===== src/rtl/ddr_trk_pkg.sv =====
package ddr_trk_pkg;
  typedef enum logic [3:0] {
    ST_IDLE = 4'd0, ST_OPENING = 4'd1, ST_OPEN = 4'd2, ST_RD = 4'd3,
    ST_RD_AP = 4'd4, ST_WR = 4'd5, ST_WR_REC = 4'd6, ST_WR_AP = 4'd7,
    ST_CLOSING = 4'd8, ST_REFRESH = 4'd9
  } bank_st_e;

  typedef enum logic [3:0] {
    C_DESL = 4'd0, C_NOP = 4'd1, C_BST = 4'd2, C_RD = 4'd3, C_RDA = 4'd4,
    C_WR = 4'd5, C_WRA = 4'd6, C_ACT = 4'd7, C_PRE = 4'd8, C_PALL = 4'd9,
    C_REF = 4'd10, C_UNSUP = 4'd11
  } cmd_e;
endpackage


===== src/rtl/ddr_cmd_decode.sv =====
module ddr_cmd_decode
  import ddr_trk_pkg::*;
(
  input  logic cs_n_i,
  input  logic ras_n_i,
  input  logic cas_n_i,
  input  logic we_n_i,
  input  logic a10_i,
  output cmd_e cmd_o
);
  always_comb begin
    if (cs_n_i) cmd_o = C_DESL;
    else begin
      unique case ({ras_n_i, cas_n_i, we_n_i})
        3'b111:  cmd_o = C_NOP;
        3'b110:  cmd_o = C_BST;
        3'b101:  cmd_o = a10_i ? C_RDA : C_RD;
        3'b100:  cmd_o = a10_i ? C_WRA : C_WR;
        3'b011:  cmd_o = C_ACT;
        3'b010:  cmd_o = a10_i ? C_PALL : C_PRE;
        3'b001:  cmd_o = C_REF;
        default: cmd_o = C_UNSUP;
      endcase
    end
  end
endmodule


===== src/rtl/ddr_bank_fsm.sv =====
module ddr_bank_fsm
  import ddr_trk_pkg::*;
#(
  parameter int BL    = 4,
  parameter int CL    = 2,
  parameter int T_RCD = 3,
  parameter int T_RP  = 3,
  parameter int T_RFC = 8,
  parameter int T_WR  = 2,
  parameter int CW    = 4
) (
  input  logic     clk_i,
  input  logic     rst_ni,
  input  cmd_e     cmd_i,
  input  logic     sel_i,
  input  logic     go_i,
  output bank_st_e state_o,
  output logic     ok_o
);
  localparam int RD_LEN  = BL / 2 + CL;
  localparam int WR_LEN  = BL / 2;
  localparam int WAP_LEN = BL / 2 + T_WR;

  bank_st_e state_q, state_d;
  logic [CW-1:0] cnt_q, cnt_d;
  logic take;

  // legality of cmd_i against this bank's own state
  always_comb begin
    unique case (cmd_i)
      C_DESL, C_NOP: ok_o = 1'b1;
      C_ACT:         ok_o = (state_q == ST_IDLE);
      C_RD, C_RDA:   ok_o = state_q inside {ST_OPEN, ST_RD};
      C_WR, C_WRA:   ok_o = state_q inside {ST_OPEN, ST_WR, ST_WR_REC};
      C_BST:         ok_o = state_q inside {ST_OPEN, ST_RD, ST_WR, ST_WR_REC};
      C_PRE, C_PALL: ok_o = state_q inside {ST_IDLE, ST_OPEN, ST_RD, ST_WR_REC};
      C_REF:         ok_o = (state_q == ST_IDLE);
      default:       ok_o = 1'b0;
    endcase
  end

  always_comb begin
    state_d = state_q;
    cnt_d   = cnt_q;
    take    = 1'b0;
    if (go_i && sel_i) begin
      unique case (cmd_i)
        C_ACT: begin state_d = ST_OPENING; cnt_d = CW'(T_RCD - 1);  take = 1'b1; end
        C_RD:  begin state_d = ST_RD;      cnt_d = CW'(RD_LEN - 1); take = 1'b1; end
        C_RDA: begin state_d = ST_RD_AP;   cnt_d = CW'(RD_LEN - 1); take = 1'b1; end
        C_WR:  begin state_d = ST_WR;      cnt_d = CW'(WR_LEN - 1); take = 1'b1; end
        C_WRA: begin state_d = ST_WR_AP;   cnt_d = CW'(WAP_LEN - 1); take = 1'b1; end
        C_REF: begin state_d = ST_REFRESH; cnt_d = CW'(T_RFC - 1);  take = 1'b1; end
        C_BST: if (state_q inside {ST_RD, ST_WR}) begin
          state_d = ST_OPEN; take = 1'b1;
        end
        C_PRE, C_PALL: if (state_q != ST_IDLE) begin
          state_d = ST_CLOSING; cnt_d = CW'(T_RP - 1); take = 1'b1;
        end
        default: ;
      endcase
    end
    if (!take && !(state_q inside {ST_IDLE, ST_OPEN})) begin
      if (cnt_q != '0) cnt_d = cnt_q - 1'b1;
      else begin
        unique case (state_q)
          ST_OPENING, ST_RD, ST_WR_REC: state_d = ST_OPEN;
          ST_WR:                 begin state_d = ST_WR_REC;  cnt_d = CW'(T_WR - 1); end
          ST_RD_AP, ST_WR_AP:    begin state_d = ST_CLOSING; cnt_d = CW'(T_RP - 1); end
          default:               state_d = ST_IDLE;
        endcase
      end
    end
  end

  always_ff @(posedge clk_i or negedge rst_ni) begin
    if (!rst_ni) begin
      state_q <= ST_IDLE;
      cnt_q   <= '0;
    end else begin
      state_q <= state_d;
      cnt_q   <= cnt_d;
    end
  end

  assign state_o = state_q;

  assert_open_from_idle_R3: assert property (@(posedge clk_i) disable iff (!rst_ni)
    (state_q == ST_OPENING && $past(state_q) != ST_OPENING) |-> $past(state_q) == ST_IDLE);

  assert_idle_entry_R6: assert property (@(posedge clk_i) disable iff (!rst_ni)
    (state_q == ST_IDLE && $past(state_q) != ST_IDLE)
      |-> $past(state_q) inside {ST_CLOSING, ST_REFRESH});

  assert_wap_lock_R9: assert property (@(posedge clk_i) disable iff (!rst_ni)
    $past(state_q) == ST_WR_AP |-> state_q inside {ST_WR_AP, ST_CLOSING});

  assert_rap_lock_R9: assert property (@(posedge clk_i) disable iff (!rst_ni)
    $past(state_q) == ST_RD_AP |-> state_q inside {ST_RD_AP, ST_CLOSING});
endmodule


===== src/rtl/ddr_cmd_tracker.sv =====
module ddr_cmd_tracker
  import ddr_trk_pkg::*;
#(
  parameter int NB    = 4,
  parameter int BL    = 4,
  parameter int CL    = 2,
  parameter int T_RCD = 3,
  parameter int T_RP  = 3,
  parameter int T_RFC = 8,
  parameter int T_WR  = 2,
  localparam int BA_W = $clog2(NB)
) (
  input  logic            clk_i,
  input  logic            rst_ni,
  input  logic            cs_n_i,
  input  logic            ras_n_i,
  input  logic            cas_n_i,
  input  logic            we_n_i,
  input  logic [BA_W-1:0] ba_i,
  input  logic            a10_i,
  output logic [3:0]      cmd_o,
  output logic            illegal_o,
  output logic [3:0]      next_state_o,
  output logic [NB*4-1:0] bank_state_o
);
  localparam int RD_LEN = BL / 2 + CL;
  localparam int WA_LEN = BL / 2 + T_WR;
  localparam int M1 = (T_RFC > RD_LEN) ? T_RFC : RD_LEN;
  localparam int M2 = (WA_LEN > T_RCD) ? WA_LEN : T_RCD;
  localparam int M3 = (M1 > M2) ? M1 : M2;
  localparam int T_MAX = (M3 > T_RP) ? M3 : T_RP;
  localparam int CW = $clog2(T_MAX + 1);

  cmd_e            cmd, cmd_q;
  logic            legal, illegal_q;
  logic [BA_W-1:0] ba_q;
  logic [NB-1:0]   ok, sel, reading, idle;
  bank_st_e        st [NB];

  ddr_cmd_decode u_dec (
    .cs_n_i (cs_n_i), .ras_n_i(ras_n_i), .cas_n_i(cas_n_i),
    .we_n_i (we_n_i), .a10_i  (a10_i),   .cmd_o  (cmd)
  );

  for (genvar b = 0; b < NB; b++) begin : g_bank
    assign sel[b]     = (cmd == C_PALL) || (cmd == C_REF) || (ba_i == BA_W'(b));
    assign reading[b] = st[b] inside {ST_RD, ST_RD_AP};
    assign idle[b]    = (st[b] == ST_IDLE);
    assign bank_state_o[b*4 +: 4] = st[b];

    ddr_bank_fsm #(
      .BL(BL), .CL(CL), .T_RCD(T_RCD), .T_RP(T_RP),
      .T_RFC(T_RFC), .T_WR(T_WR), .CW(CW)
    ) u_bank (
      .clk_i  (clk_i),
      .rst_ni (rst_ni),
      .cmd_i  (cmd),
      .sel_i  (sel[b]),
      .go_i   (legal),
      .state_o(st[b]),
      .ok_o   (ok[b])
    );
  end

  // device-wide rules on top of the per-bank check
  always_comb begin
    unique case (cmd)
      C_PALL:      legal = &ok;
      C_REF:       legal = &idle;
      C_WR, C_WRA: legal = ok[ba_i] && !(|reading);
      default:     legal = ok[ba_i];
    endcase
  end

  always_ff @(posedge clk_i or negedge rst_ni) begin
    if (!rst_ni) begin
      cmd_q     <= C_DESL;
      illegal_q <= 1'b0;
      ba_q      <= '0;
    end else begin
      cmd_q     <= cmd;
      illegal_q <= !legal;
      ba_q      <= ba_i;
    end
  end

  assign cmd_o        = cmd_q;
  assign illegal_o    = illegal_q;
  assign next_state_o = st[ba_q];

  assert_ref_all_idle_R8: assert property (@(posedge clk_i) disable iff (!rst_ni)
    (cmd_o == C_REF && !illegal_o) |-> $past(&idle));

  assert_wr_no_read_R10: assert property (@(posedge clk_i) disable iff (!rst_ni)
    (cmd_o inside {C_WR, C_WRA} && !illegal_o) |-> $past(reading) == '0);

  assert_unsup_flag_R1: assert property (@(posedge clk_i) disable iff (!rst_ni)
    cmd_o == C_UNSUP |-> illegal_o);

  assert_ref_enters_R8: assert property (@(posedge clk_i) disable iff (!rst_ni)
    (cmd_o == C_REF && !illegal_o) |-> (bank_state_o == {NB{4'd9}}));
endmodule


===== config.mk =====
export PLATFORM = sky130hd
export DESIGN_NAME = ddr_cmd_tracker
export DESIGN_NICKNAME = d
export VERILOG_FILES = /design/src/rtl/ddr_trk_pkg.sv /design/src/rtl/ddr_cmd_decode.sv /design/src/rtl/ddr_bank_fsm.sv /design/src/rtl/ddr_cmd_tracker.sv
export SDC_FILE = /design/constraint.sdc
export NUM_CORES = 1
export LEC_CHECK = 0
export BUFFER_PORTS_ARGS = -buffer_cell sky130_fd_sc_hd__clkbuf_2
export CORE_MARGIN = 3
export CORE_UTILIZATION = 35
export CTS_CLUSTER_DIAMETER = 50
export DETAILED_ROUTE_END_ITERATION = 6
export PLACE_DENSITY_LB_ADDON = 0.1
export SYNTH_ARGS = -nofsm -noshare
export SYNTH_HDL_FRONTEND = slang
export SYNTH_SLANG_ARGS = --single-unit

===== constraint.sdc =====
create_clock -name clk_i -period 5.41 [get_ports clk_i]
set_clock_uncertainty 0.05 [all_clocks]
set_input_delay 1.082 -clock clk_i [delete_from_list [all_inputs] [get_ports clk_i]]
set_output_delay 1.082 -clock clk_i [all_outputs]
set_load 0.01 [all_outputs]

# Word level (Yosys, flattened, before mapping)
# Index checks and enable logic that the tools add are counted.
# totals
wordCells	233
inputBits	9
out_inout_bits	25
reg_bits	39
# classes
eq_ne	48
n_addsub	4
n_lt_le_gt_ge	2
bitwise_logic	1
n_reduce_logical	84
n_mux	83
# op_table
operator	n
4-bit two-way mux	39
4-bit one-hot mux with 8 select lines	4
4-bit by 3-bit equality test with 1-bit output (second input constant)	20
4-bit one-hot mux with 5 select lines	4
4-bit nonzero test	16
4-bit one-hot mux with 3 select lines	4
4-bit by 2-bit equality test with 1-bit output (second input constant)	10
4-bit one-hot mux with 2 select lines	4
2-bit nonzero test	16
4-bit one-hot mux with 7 select lines	1
1-bit one-hot mux with 6 select lines	4
4-bit by 1-bit equality test with 1-bit output (second input constant)	5
4-bit zero test	5
2-bit OR reduction	9
4-bit by 1-bit subtractor with 4-bit output (second input constant)	4
1-bit one-hot mux with 3 select lines	5
3-bit OR reduction	5
1-bit two-way mux	14
3-bit equality test (second input constant)	4
4-bit equality test (second input constant)	3
3-bit nonzero test	4
1-bit zero test	10
1-bit logical AND	9
4-bit binary-select mux with 2-bit select	1
other kinds (15)	22

# Longest topological paths before layout
# Gate-level depths: netlist of the first run.
# logic_depth
ltp_word	15
mapped_depth	14
ltp_nobuf	11

# Cells and area by module
# Synthesis of the first run repeated with hierarchy kept, for this count alone.
# unflattened
hier_cells	545
area_unflattened_um2	4544.4
# modules_own_cells
mod	seq_area_each_um2	instances	cells_per_inst	area_per_inst_um2
ddr_bank_fsm (g_bank[0].u_bank ...)	200.2	3	121	972.2
ddr_bank_fsm (g_bank[3].u_bank)	200.2	1	118	954.7
ddr_cmd_tracker	175.2	1	48	568.0
ddr_cmd_decode	0.0	1	16	105.1

# Least setup slack after synthesis of the first run
# OpenSTA, ideal clock, no wires.
# synth_timing
path_type	input to register
startpoint	in cs_n_i
endpoint	reg g_bank[3].u_bank.state_q[1]
required_time_ns	5.232
path_slack_ns	1.831
setup_ns	0.128
n_path_buf	2
stages	13
arrival_time_ns	3.401
cell_sequence	buf_2 -> or4b_4 -> a211oi_2 -> nor2_1 -> a21oi_1 -> nand4_1 -> and2_1 -> buf_6 -> nand2_8 -> inv_4 -> o31ai_4 -> nor2b_2 -> mux2_1
# synth_via
elab_chain_len	13
word_cells_on_any_way	38
cone_classes	eq/ne (10); mux (14); reduce/logical (14)
# synth_lines
element	line	source
from (decl)	ddr_cmd_tracker.sv:15	input logic cs_n_i,
4-bit two-way mux *	ddr_cmd_decode.sv:12	if (cs_n_i) cmd_o = C_DESL;
4-bit equality test (tied with other cells)	--	
2-bit OR reduction (on tied branches)	--	
1-bit one-hot mux with 6 select lines	ddr_bank_fsm.sv:30	unique case (cmd_i)
1-bit binary-select mux with 2-bit select	ddr_cmd_tracker.sv:70, ddr_cmd_tracker.sv:71	
1-bit two-way mux (not written as such)	ddr_cmd_tracker.sv:70, ddr_cmd_tracker.sv:71	
1-bit logical AND	ddr_cmd_tracker.sv:70	C_WR, C_WRA: legal = ok[ba_i] && !(|reading);
1-bit one-hot mux with 3 select lines	ddr_cmd_tracker.sv:67	unique case (cmd)
1-bit logical AND	ddr_bank_fsm.sv:46	if (go_i && sel_i) begin
1-bit two-way mux	ddr_bank_fsm.sv:46	
1-bit zero test	ddr_bank_fsm.sv:63	if (!take && !(state_q inside {ST_IDLE, ST_OPEN})) begin
1-bit logical AND	ddr_bank_fsm.sv:63	
4-bit two-way mux *	ddr_bank_fsm.sv:63	
named net g_bank[3].u_bank.state_d[1]	ddr_bank_fsm.sv:24	bank_st_e state_q, state_d;
to (signal assigned)	ddr_bank_fsm.sv:81	state_q <= state_d;
to (decl)	ddr_bank_fsm.sv:24	
# The timed path passes the listed nets; every way through them passes the cells marked *. The select of a mux whose other input is x is not followed.

# Worst setup path in the final report of the first run
# layout_timing
startpoint	in ras_n_i
endpoint	reg g_bank[3].u_bank.cnt_q[3]
# layout_via
elab_chain_len	15
word_cells_on_any_way	48
cone_classes	eq/ne (17); mux (16); reduce/logical (15)
# layout_lines
element	line	source
from (decl)	ddr_cmd_tracker.sv:16	input logic ras_n_i,
3-bit by 1-bit equality test with 1-bit output (tied with other cells)	ddr_cmd_decode.sv:14	unique case ({ras_n_i, cas_n_i, we_n_i})
4-bit one-hot mux with 7 select lines *	ddr_cmd_decode.sv:14	
4-bit two-way mux *	ddr_cmd_decode.sv:12	
4-bit equality test (tied with other cells)	--	
2-bit OR reduction (on tied branches)	--	
1-bit one-hot mux with 6 select lines	ddr_bank_fsm.sv:30	
1-bit binary-select mux with 2-bit select	ddr_cmd_tracker.sv:70, ddr_cmd_tracker.sv:71	
1-bit two-way mux (not written as such)	ddr_cmd_tracker.sv:70, ddr_cmd_tracker.sv:71	
1-bit logical AND	ddr_cmd_tracker.sv:70	
1-bit one-hot mux with 3 select lines	ddr_cmd_tracker.sv:67	
1-bit logical AND	ddr_bank_fsm.sv:46	
4-bit two-way mux or 1-bit two-way mux (tied branches)	ddr_bank_fsm.sv:46	
4-bit one-hot mux with 2 select lines or 1-bit zero test (tied branches)	ddr_bank_fsm.sv:66, ddr_bank_fsm.sv:63	
4-bit two-way mux or 1-bit logical AND (tied branches)	ddr_bank_fsm.sv:64, ddr_bank_fsm.sv:63	
4-bit two-way mux *	ddr_bank_fsm.sv:63	
named net g_bank[3].u_bank.cnt_d[3]	ddr_bank_fsm.sv:25	logic [CW-1:0] cnt_q, cnt_d;
to (signal assigned)	ddr_bank_fsm.sv:82	cnt_q <= cnt_d;
to (decl)	ddr_bank_fsm.sv:25	
# Marked as above.

==> impl_results.md, run 1 <==
* Status: finished clean
* Syn nets at 450
* Mapped Area at 0.00355 mm²
* Total power at 1.88 mW
* GR Util All Layers at 20.5%
* Hold crit path type: reg -> reg
* Dpl hpwl at 8.14 mm
* Synth cell types at 81
* Antenna Nets Post-Route at 0
* Combinational power share at 54.3%
* Final hold vios at 0
* Fmax at 231 MHz
* Nets at 461
* CP Cell Sequence: clkbuf_2 -> nor4b_4 -> a21oi_1 -> a311o_1 -> o2111ai_1 -> nand4_1 -> and2_1 -> a21oi_1 -> and2_1 -> nor2_1 -> mux2_1
* Via/cell ratio at 5.97
* Clock group share of total power at 10.5%
* Drt pass-1 iters at 6
* Buffers on Ports at 33
* Sink Count at 39
* Initial antenna violation count at 0
* Final period util at 80.1%
* Bufs on Longest Clock Path at 2
* Routability cong. at 0.900
* Kind of critical path: in -> reg
* Final Setup Violations at 0
* Fin util at 38.9%
* CTS resizes at 0
* Min Tclk post-route at 4.33 ns
* Max Cap Violations at 0
* Die Ht at 107 µm
* Initial Util at 36.1%
* Seq pwr share at 35.3%
* RSZ-0062 raised after global routing: no
* Predominant post-synthesis flop cell: dfrtp_1
* Peak VDD IR at 0.192 mV
* Post-synth ARST share at 100%
* Total number of vias at 3462
* Seq cells post-synth at 39
* Gr ovfl total at 0
* Hold Buf Count CTS at 0
* Fin cells at 580
* Crit end category: flip-flop
* Insertion delay to the later sink of the worst-skew pair at 0.30 ns
* Final wirelength at 11.3 mm
* Die area at 0.0114 mm²
* Worst Path Max Fanout at 28
* Setup slack after layout at 1.08 ns
* Syn avg cell area at 8.12 µm²
* Row count at 36
* Finished Cell Area at 0.00382 mm²
* PD cells at 494 mW/mm²
* Layout cells sized above 1 at 15.2%
* NetSw at 0.942 mW
* CP delay by family, top: simple AND/OR/NAND/NOR gates
* Required @ worst endpoint at 5.54 ns
* Fin Setup TNS at 0 ns
* LEAKAGE at 1.55 nW
* Area occupied by multi-input gates at 0.00235 mm²
* Crit path DAT at 4.47 ns
* Pre-CTS WS at 0.787 ns
* Clock Root Buffer: clkbuf_8
* Largest net degree at the start of global routing at 40
* Diodes inserted at 0
* Sequential area share after synthesis at 27.5%
* FF/Latch Area at 976 µm²
* Starting DRC count in detailed routing at 294
* Crit-path slowest cell: nor4b_4
* Max incr delay on CP at 0.68 ns
* Startpoint Class: input port
* WL/cell at 19.5 µm
* Total number of yosys warnings at 0
* Inserted Clock Buffers at 5
* DRC violations left at 0
* Int Pwr at 0.941 mW
* Switching Share at 50.0%
* Most frequent cells in the layout: 49 x nand2_1, 39 x dfrtp_1, 38 x nor2_1, 33 x clkbuf_2
* Post-DP Area at 0.00374 mm²
* Commonest non-fill, non-tap cell in the layout: nand2_1
* Clock slew at reported path FFs at 0.08 ns
* H-tree depth at 2
* Global-route wire length before repair at 18.6 mm
* Vias in the first global route at 3299
* Post-CTS Repair Setup Buffers at 0
* Slew @ Worst Pin at 1.02 ns
* CTS tree: done
* Mapped Cells at 437
* Number of enable flip-flop cells after synthesis at 0
* Max Slew Vio Count at 0
* # fillers at 1052
* Hold WS at 0.458 ns
* Dpl cells at 574
* Worst path bufs/invs at 1
* Slew HR at 31.7%
* Die width at 107 µm
* IO Pins at 34
* Core ar. at 0.00982 mm²
* Synthesis-to-layout area growth at 7.58%
[cell type report]
type | instances | area share (%)
clock buffer | 5 | 1.80
clock inverter | 1 | 0.197
inverter | 16 | 1.64
multi-input combinational | 351 | 61.7
sequential | 39 | 25.6
tap | 133 | 4.36
timing repair buffer | 35 | 4.72
[layer usage]
| layer | share of wire [%] | GRT usage, % | vias up | routed length (µm) |
|---|---|---|---|---|
| met3 | 6.5 | 2.17 | 15 | 739 |
| li1 | - | - | 1653 | - |
| met4 | 1.7 | 5.21 | 0 | 196 |
| met1 | 46 | 29.5 | 1651 | 5240 |
| met2 | 45 | 32.9 | 143 | 5160 |
| met5 | 0 | 0 | - | 0 |
[synthesized netlist by cell type, types with 3 or more instances]
library cell  number  area share (%)
a21o_1             3            0.63
mux4_2             4             2.5
a22oi_1            7             1.5
ha_1               4             1.4
nand4_1            3            0.53
a211oi_2           3             1.1
xnor2_1            5             1.2
dfrtp_1           39              28
nand3b_1           5             1.1
o21ai_0           25             3.5
and2_1             7             1.2
mux2_2             3            0.95
nand3_1            8             1.1
buf_1              6            0.63
a31oi_1            6             1.1
inv_1             15             1.6
buf_6              4             1.3
a32oi_1            4            0.99
nand2b_1          12             2.1
a21oi_1           25             3.5
mux2i_1            7             2.0
o211ai_1          10             2.1
nor4b_1            3            0.74
nor2b_1           11             1.9
nor4_1             7             1.2
o21ai_1            3            0.42
xor2_1             5             1.2
buf_2              6            0.85
nor4bb_1           4             1.1
nor3_1            14             2.0
a211oi_1           4            0.85
nor2_1            38             4.0
nor3b_1            3            0.63
clkbuf_1          15             1.6
o2111ai_1          3            0.74
nand2_1           49             5.2
or3_1              6             1.1
o31ai_1            5             1.1
[path summary, 6_finish.rpt]
kind / start / to / slack [ns] / cells after the start
setup / recovery: ras_n_i / g_bank[3].u_bank.cnt_q[3] / 1.08 / 11
min in group asynchronous: rst_ni / cmd_o[1] / 0.90 / 1
hold / removal: g_bank[2].u_bank.cnt_q[3] / g_bank[2].u_bank.cnt_q[3] / 0.46 / 1
hold reg to reg: g_bank[2].u_bank.cnt_q[3] / g_bank[2].u_bank.cnt_q[3] / 0.46 / 1
setup reg to reg: g_bank[1].u_bank.state_o[0] / g_bank[3].u_bank.cnt_q[3] / 1.75 / 10
max in group asynchronous: rst_ni / g_bank[3].u_bank.cnt_q[2] / 3.78 / 1
[worst reg2reg max path: cells and delay by family (launching register included)]
family,cells,cell delay [ns]
AOI/OAI and AO/OA,3,1.16
DFF,1,0.55
muxes,1,0.27
and+or+nand+nor,6,1.52
[power groups by stage]
stage	Sequential, mW	Combinational [mW]	Clock, mW
after global routing	0.688	1.16	0.217
after floorplan	0.513	0.868	0
after detailed placement	0.661	1.01	0
final	0.664	1.02	0.197
after global placement	0.660	1.02	0
after CTS	0.655	1.02	0.205
[sequential cells by signal, summed over array words and instances, names as in the netlist]
name                   count
ba_q                       2
cmd_o                      4
g_bank.u_bank.cnt_q       16
g_bank.u_bank.state_o     16
illegal_o                  1
[logic make-up (layout without fill, tap and decap cells)]
kind of cell	Yosys count	in the layout	synth area share [%]
AOI/OAI and AO/OA	130	130	26.1
xor gates and xnor gates	10	10	2.47
and+or+nand+nor	191	191	30.3
muxes	16	16	6.10
adders and majority gates	4	4	1.41
DFF	39	39	27.5
buffers and inverters	47	57	6.10
(Power assumes the default switching activity.)
==> inputs of run 2 (changes only) <==
--- a/config.mk
+++ b/config.mk
@@ -5,6 +5,7 @@
 export SDC_FILE = /design/constraint.sdc
 export NUM_CORES = 1
 export LEC_CHECK = 0
+export ABC_AREA = 1
 export BUFFER_PORTS_ARGS = -buffer_cell sky130_fd_sc_hd__clkbuf_2
 export CORE_MARGIN = 3
 export CORE_UTILIZATION = 35
==> constraint.sdc (replaced) <==
create_clock -name clk_i -period 4.35 [get_ports clk_i]
set_clock_uncertainty 0.05 [all_clocks]
set_input_delay 0.87 -clock clk_i [delete_from_list [all_inputs] [get_ports clk_i]]
set_output_delay 0.87 -clock clk_i [all_outputs]
set_load 0.01 [all_outputs]
==> impl_results.md, run 2 <==
* WL/cell at 16.0 µm (-18%)
* Clock Root Buffer: clkbuf_16
* Crit path DAT at 3.36 ns (-1.11 ns)
* LEAKAGE at 2.33 nW (+51%)
* Row count at 38 (+5.6%)
* Max incr delay on CP at 0.41 ns (-0.27 ns)
* H-tree depth at 2 (unchanged)
* Largest net degree at the start of global routing at 40 (unchanged)
* RSZ-0062 raised after global routing: no
* Nets at 719 (+56%)
* Syn avg cell area at 5.89 µm² (-27%)
* Final hold vios at 0 (unchanged)
* Inserted Clock Buffers at 5 (unchanged)
* Main combinational cell family by area after synthesis: simple AND/OR/NAND/NOR gates
* Starting DRC count in detailed routing at 399 (+36%)
* Total number of yosys warnings at 0 (unchanged)
* Required @ worst endpoint at 4.54 ns (-1.00 ns)
* Post-CTS Repair Setup Buffers at 0 (unchanged)
* Insertion delay to the later sink of the worst-skew pair at 0.30 ns (about the same)
* Post-synth ARST share at 100% (unchanged)
* Top-area cell type share of the netlist area at 24.3% (-3.2 points)
* Bufs on Longest Clock Path at 2 (unchanged)
* Finished Cell Area at 0.00441 mm² (+16%)
* Sequential area share after synthesis at 24.3% (-3.2 points)
* Worst Path Max Fanout at 11 (-61%)
* Final period util at 72.8%
* DRC violations left at 0 (unchanged)
* Most frequent cells in the layout: 209 x nand2_1, 84 x nand3_1, 67 x inv_1, 66 x o21ai_0, 53 x nor2_1
* Most frequent CP cell: nand2_1
* Synth top area cells: dfrtp_1 24%, nand2_1 20%, nand3_1 10%
* Hold crit path type: reg -> reg
* Syn nets at 695 (+54%)
* Final Setup Violations at 0 (unchanged)
* Synth cell types at 38 (-53%)
* Top-count cell post-synth: nand2_1
* Buffers on Ports at 33 (unchanged)
* Die Ht at 113 µm (+6.0%)
* Sink Count at 39 (unchanged)
* Synth Area in XOR/XNOR at 0% (-2.5 points)
* Mapped Area at 0.00401 mm² (+13%)
* Vias in the first global route at 4392 (+33%)
* Total power at 2.84 mW (+51%)
* Startpoint Class: input port
* Clock slew at reported path FFs at 0.06 ns (-0.02 ns)
* Dpl hpwl at 9.97 mm (+22%)
* Crit-path slowest cell: nand3_1
* Global-route wire length before repair at 22.4 mm (+20%)
* Initial Util at 36.4% (+0.26 points)
* Kind of critical path: in -> reg
* Initial antenna violation count at 0 (unchanged)
* R2r worst-path depth at 15 (+5)
* Routability cong. at 0.906 (+0.61%)
* Post-DP Area at 0.00427 mm² (+14%)
* Hold WS at 0.535 ns (+0.0774 ns)
* Reg-to-reg endpoint: g_bank[0].u_bank.state_o[3]
* Top cells by count, synth: 209 x nand2_1, 84 x nand3_1, 67 x inv_1
* CP Cell Sequence: clkbuf_2 -> inv_4 -> nand2_2 -> nand2_2 -> nand2_1 -> nand2_1 -> nand2_2 -> inv_4 -> nand3_1 -> nand2_2 -> nor3_2 -> nand3_1 -> buf_4 -> o21ai_0 -> nand3_1 -> nand2_1 -> nand2_1 -> nand2_1
* CTS resizes at 0 (unchanged)
* Total number of vias at 4687 (+35%)
* Simple-gate area share of the yosys netlist at 46.1% (+16 points)
* IO Pins at 34 (unchanged)
* GR Util All Layers at 21.8% (+1.3 points)
* Fin cells at 847 (+46%)
* Status: finished clean
* Hold Buf Count CTS at 0 (unchanged)
* Die width at 113 µm (+6.0%)
* PD cells at 643 mW/mm² (+30%)
* Layout cells sized above 1 at 12.3% (-2.9 points)
* Fin Setup TNS at 0 ns (unchanged)
* Post-synthesis mux area share at 0% (-6.1 points)
* Final wirelength at 13.5 mm (+20%)
* Worst r2r src: g_bank[1].u_bank.state_o[3]
* Hold_sp: g_bank[1].u_bank.cnt_q[1]
* Adder-cell share of the synthesized area at 1.25% (-0.16 points)
* CTS tree: done
* # fillers at 1207 (+15%)
* Fmax at 316 MHz
* Predominant post-synthesis flop cell: dfrtp_1
* Max Slew Vio Count at 0 (unchanged)
* Hold Path End: g_bank[1].u_bank.cnt_q[1]
* Post-synthesis compound-gate area fraction at 18.1% (-8.0 points)
* Dpl cells at 839 (+46%)
* Core ar. at 0.0110 mm² (+12%)
* Peak VDD IR at 0.290 mV (+51%)
* Max Cap Violations at 0 (unchanged)
* Commonest non-fill, non-tap cell in the layout: nand2_1
* Gr ovfl total at 0 (unchanged)
* Min Tclk post-route at 3.17 ns
* Largest area contributor in the netlist: dfrtp_1
* Via/cell ratio at 5.53 (-7.3%)
* Crit end category: flip-flop
* Number of enable flip-flop cells after synthesis at 0 (unchanged)
* Die area at 0.0128 mm² (+12%)
* Synthesis-to-layout area growth at 9.97%
* Seq cells post-synth at 39 (unchanged)
* Cells on Worst Hold Path at 4 (+3)
* Slew @ Worst Pin at 1.05 ns (+0.0273 ns)
* Drt pass-1 iters at 5 (-1)
* Slew HR at 29.9% (-1.8 points)
* Antenna Nets Post-Route at 0 (unchanged)
* R2R setup slack at 1.24 ns (-0.51 ns)
* Diodes inserted at 0 (unchanged)
* Mapped Cells at 682 (+56%)
[run 2: cell count changes in the layout (fill, tap and decap cells not counted), sizes merged, moves of 17 or more]
cell	change
a21oi	+17
inv	+62
nand2	+173
nand3	+86
nor2	+17
o21ai	+44
[run 2: cells by family (layout without fill, tap and decap cells)]
kind of cell,count (synthesis),after routing
AND/OR/NAND/NOR,407,407
AO/OA/AOI/OAI,134,134
buffers and inverters,98,123
flip-flops,39,39
adder cells (fa/ha/maj),4,4
[run 2: worst max-delay path: cells and delay by family]
kind | cells | cell delay, ns
compound gates | 1 | 0.18
buf+inv | 4 | 0.63
simple gates | 13 | 1.66
[run 2: report_power, final]
part	internal [mW]	switching [mW]	leakage, nW	total [mW]
logic	0.544	1.19	1.76	1.73
registers	0.505	0.229	0.501	0.734
clock network	0.210	0.163	0.0733	0.373
total	1.26	1.58	2.33	2.84
[run 2: routing by layer]
metal	vias to the layer above	wire length (µm)	part of all wire [%]	track usage (%)
met5	-	0	0	0
met2	176	5940	44	34.0
li1	2327	-	-	-
met3	20	915	6.8	3.85
met4	0	350	2.6	8.09
met1	2164	6340	47	30.2
[run 2: worst max path at each step]
| stage | startpoint | endpoint | slack, ns | depth (start not counted) |
|---|---|---|---|---|
| 2_1_floorplan | ras_n_i | g_bank[2].u_bank.state_o[3] | 1.56 | 24 |
| 3_3_place_gp | cas_n_i | g_bank[2].u_bank.cnt_q[0] | 0.99 | 21 |
| 3_5_place_dp | ras_n_i | g_bank[1].u_bank.state_o[2] | 0.96 | 18 |
| 4_1_cts | g_bank[1].u_bank.state_o[3] | g_bank[2].u_bank.state_o[2] | 1.26 | 15 |
| 5_1_grt | ras_n_i | g_bank[3].u_bank.state_o[1] | 0.84 | 18 |
| 6_report | ras_n_i | g_bank[3].u_bank.state_o[1] | 1.18 | 18 |
[run 2: area by class of cell]
cell class	count	area, µm²	share of cell area, %
inverter	78	298	6.75
timing repair buffer	37	195	4.42
clock buffer	5	125	2.83
clock inverter	3	15.0	0.340
multi-input combinational	545	2630	59.6
sequential	39	976	22.1
tap	140	175	3.97
[run 2: per-stage QoR]
stage	util [%]	setup slack, ns
after floorplan	-	1.56
final	40.0	1.18
after detailed placement	38.7	0.960
after global placement	38.7	0.989
after CTS	40.0	1.26
after global routing	40.0	0.845
==> inputs of run 3 (changes only) <==
==> constraint.sdc (replaced) <==
create_clock -name clk_i -period 2.7 [get_ports clk_i]
set_clock_uncertainty 0.05 [all_clocks]
set_input_delay 0.54 -clock clk_i [delete_from_list [all_inputs] [get_ports clk_i]]
set_output_delay 0.54 -clock clk_i [all_outputs]
set_load 0.01 [all_outputs]
==> impl_results.md, run 3 (same netlist as run 2, synthesis figures left out) <==
* Status: finished clean
* Routability cong. at 1.02 (+12%)
* Crit end category: flip-flop
* Final hold vios at 0 (unchanged)
* Startpoint Class: input port
* Initial antenna violation count at 0 (unchanged)
* Total number of vias at 5086 (+8.5%)
* Fmax at 388 MHz
* Insertion delay to the later sink of the worst-skew pair at 0.30 ns (about the same)
* Buffers on Ports at 33 (unchanged)
* Final period util at 95.6%
* Starting DRC count in detailed routing at 496 (+24%)
* Diodes inserted at 0 (unchanged)
* CP Cell Sequence: clkbuf_4 -> o21ai_0 -> nand2_1 -> nand2_2 -> nand2_4 -> nand4_1 -> nand2_2 -> nand2_1 -> nand2_1 -> inv_2 -> nand2_1 -> nand3_1 -> nor2_2 -> nor2_4 -> buf_12 -> nand2_8 -> buf_6 -> nand3_1 -> nand2_1 -> nand2_1 -> nand2_1
* Kind of critical path: in -> reg
* Slew @ Worst Pin at 0.626 ns (-0.425 ns)
* Pre-CTS WS at -0.167 ns (-1.13 ns)
* Via/cell ratio at 5.50 (-0.53%)
* Layout cells sized above 1 at 25.6% (+13 points)
* Gr ovfl total at 0 (unchanged)
* Antenna Nets Post-Route at 0 (unchanged)
* Worst Path Max Fanout at 8 (-3)
* Max Slew Vio Count at 0 (unchanged)
* IO Pins at 34 (unchanged)
* Die area at 0.0128 mm² (unchanged)
* GR Util All Layers at 22.5% (+0.72 points)
* Slew HR at 58.1% (+28 points)
* DRC violations left at 0 (unchanged)
* Initial Util at 36.4% (unchanged)
* Setup slack after layout at 0.120 ns (-1.06 ns)
* Crit-path slowest cell: clkbuf_4
* Dpl hpwl at 10.5 mm (+5.1%)
* Peak VDD IR at 0.519 mV (+79%)
* WL/cell at 16.1 µm (+0.62%)
* Clock slew at reported path FFs at 0.06 ns (about the same)
* Final wirelength at 14.9 mm (+9.8%)
* Total power at 5.27 mW (+86%)
* Largest net degree at the start of global routing at 40 (unchanged)
* Max Cap Violations at 0 (unchanged)
* Global-route wire length before repair at 23.2 mm (+3.8%)
* Clock Root Buffer: clkbuf_16
* Final Setup Violations at 0 (unchanged)
* Bufs on Longest Clock Path at 2 (unchanged)
* Max incr delay on CP at 0.18 ns (-0.23 ns)
* Nets at 796 (+11%)
* Sink Count at 39 (unchanged)
* LEAKAGE at 2.75 nW (+18%)
* Fin Setup TNS at 0 ns (unchanged)
* Min Tclk post-route at 2.58 ns
* Row count at 38 (unchanged)
* Hold crit path type: in -> async
* CP delay by family, top: simple AND/OR/NAND/NOR gates
* Die width at 113 µm (unchanged)
* PD cells at 983 mW/mm² (+53%)
* CTS tree: done
* Hold WS at 0.257 ns (-0.278 ns)
* Required @ worst endpoint at 2.89 ns (-1.65 ns)
* Most frequent CP cell: nand2_1
* Vias in the first global route at 4547 (+3.5%)
* Most frequent cells in the layout: 199 x nand2_1, 80 x nand3_1, 65 x inv_1, 64 x buf_4, 63 x o21ai_0
* Inserted Clock Buffers at 5 (unchanged)
* Drt pass-1 iters at 5 (unchanged)
* Worst path bufs/invs at 4 (unchanged)
* Commonest non-fill, non-tap cell in the layout: nand2_1
* R2R setup slack at 0.18 ns (-1.06 ns)
* Core ar. at 0.0110 mm² (unchanged)
* Synthesis-to-layout area growth at 33.6%
* Die Ht at 113 µm (unchanged)
* Crit path DAT at 2.77 ns (-0.59 ns)
* H-tree depth at 2 (unchanged)
[run 3: cell types whose count changed in the layout (fill, tap and decap cells not counted), moves of 7 or more]
cell / before / now
buf_4: 4 / 64
nand2_1: 209 / 199
buf_6: 0 / 7
nand2_8: 1 / 8
nand3_4: 1 / 8
nor2_1: 53 / 46
[run 3: worst register-to-register path, cell delays in order (launching register included)]
cell	delay, ns
dfrtp_1	0.43
nor2_1	0.27
nand2_1	0.12
a31oi_1	0.30
a21oi_1	0.07
nand2_1	0.09
nor2_2	0.05
nand2_1	0.05
nand3_1	0.09
nor2_2	0.18
nor2_4	0.07
buf_12	0.16
nand2_8	0.12
buf_6	0.12
nand3_1	0.08
nand2_1	0.11
nand2_1	0.06
nand2_1	0.05
[run 3: power breakdown]
part | leakage (nW) | switching, mW | internal, mW
Clock | 0.0679 | 0.257 | 0.342
Combinational | 2.19 | 2.25 | 1.28
Sequential | 0.492 | 0.318 | 0.825
[run 3: timing repair]
action                                  4_1_cts  5_1_grt
setup buffers                                 0        7
hold buffers                                  0        0
resized for setup                             0       82
endpoints found under the setup margin        0       32
[run 3: routing by layer]
metal | global-route usage (%) | routed length [µm] | up-vias | part of all wire (%)
li1 | - | - | 2508 | -
met1 | 31.3 | 6720 | 2379 | 45
met2 | 35.4 | 6890 | 181 | 46
met3 | 3.74 | 1000 | 18 | 6.7
met4 | 7.85 | 259 | 0 | 1.7
met5 | 0 | 0 | - | 0
[run 3: per-stage QoR]
stage,util (%),instance area [µm²],std cells
2_1_floorplan,-,4010,682
3_3_place_gp,43.1,4750,901
3_5_place_dp,43.1,4750,901
4_1_cts,44.3,4890,909
5_1_grt,48.6,5360,924
6_report,48.6,5360,924
[run 3: area by class of cell]
| class | instances | area, µm² |
|---|---|---|
| inverters | 78 | 308 |
| clock inverters | 1 | 5.00 |
| clock buffers | 7 | 133 |
| flip-flops and latches | 39 | 983 |
| repair buffers | 106 | 769 |
| fillers | 1163 | 5670 |
| well taps | 140 | 175 |
| multi-input cells | 553 | 2990 |
[run 3: path summary, 6_finish.rpt]
check	from	cells after the start	to
max	ras_n_i	21	g_bank[1].u_bank.state_o[3]
min reg2reg	g_bank[1].u_bank.cnt_q[1]	4	g_bank[1].u_bank.cnt_q[1]
min in group clk_i	ba_i[0]	1	ba_q[0]
max in group asynchronous	rst_ni	2	g_bank[2].u_bank.state_o[0]
min	rst_ni	2	cmd_o[3]
max reg2reg	g_bank[3].u_bank.state_o[0]	17	g_bank[1].u_bank.state_o[3]
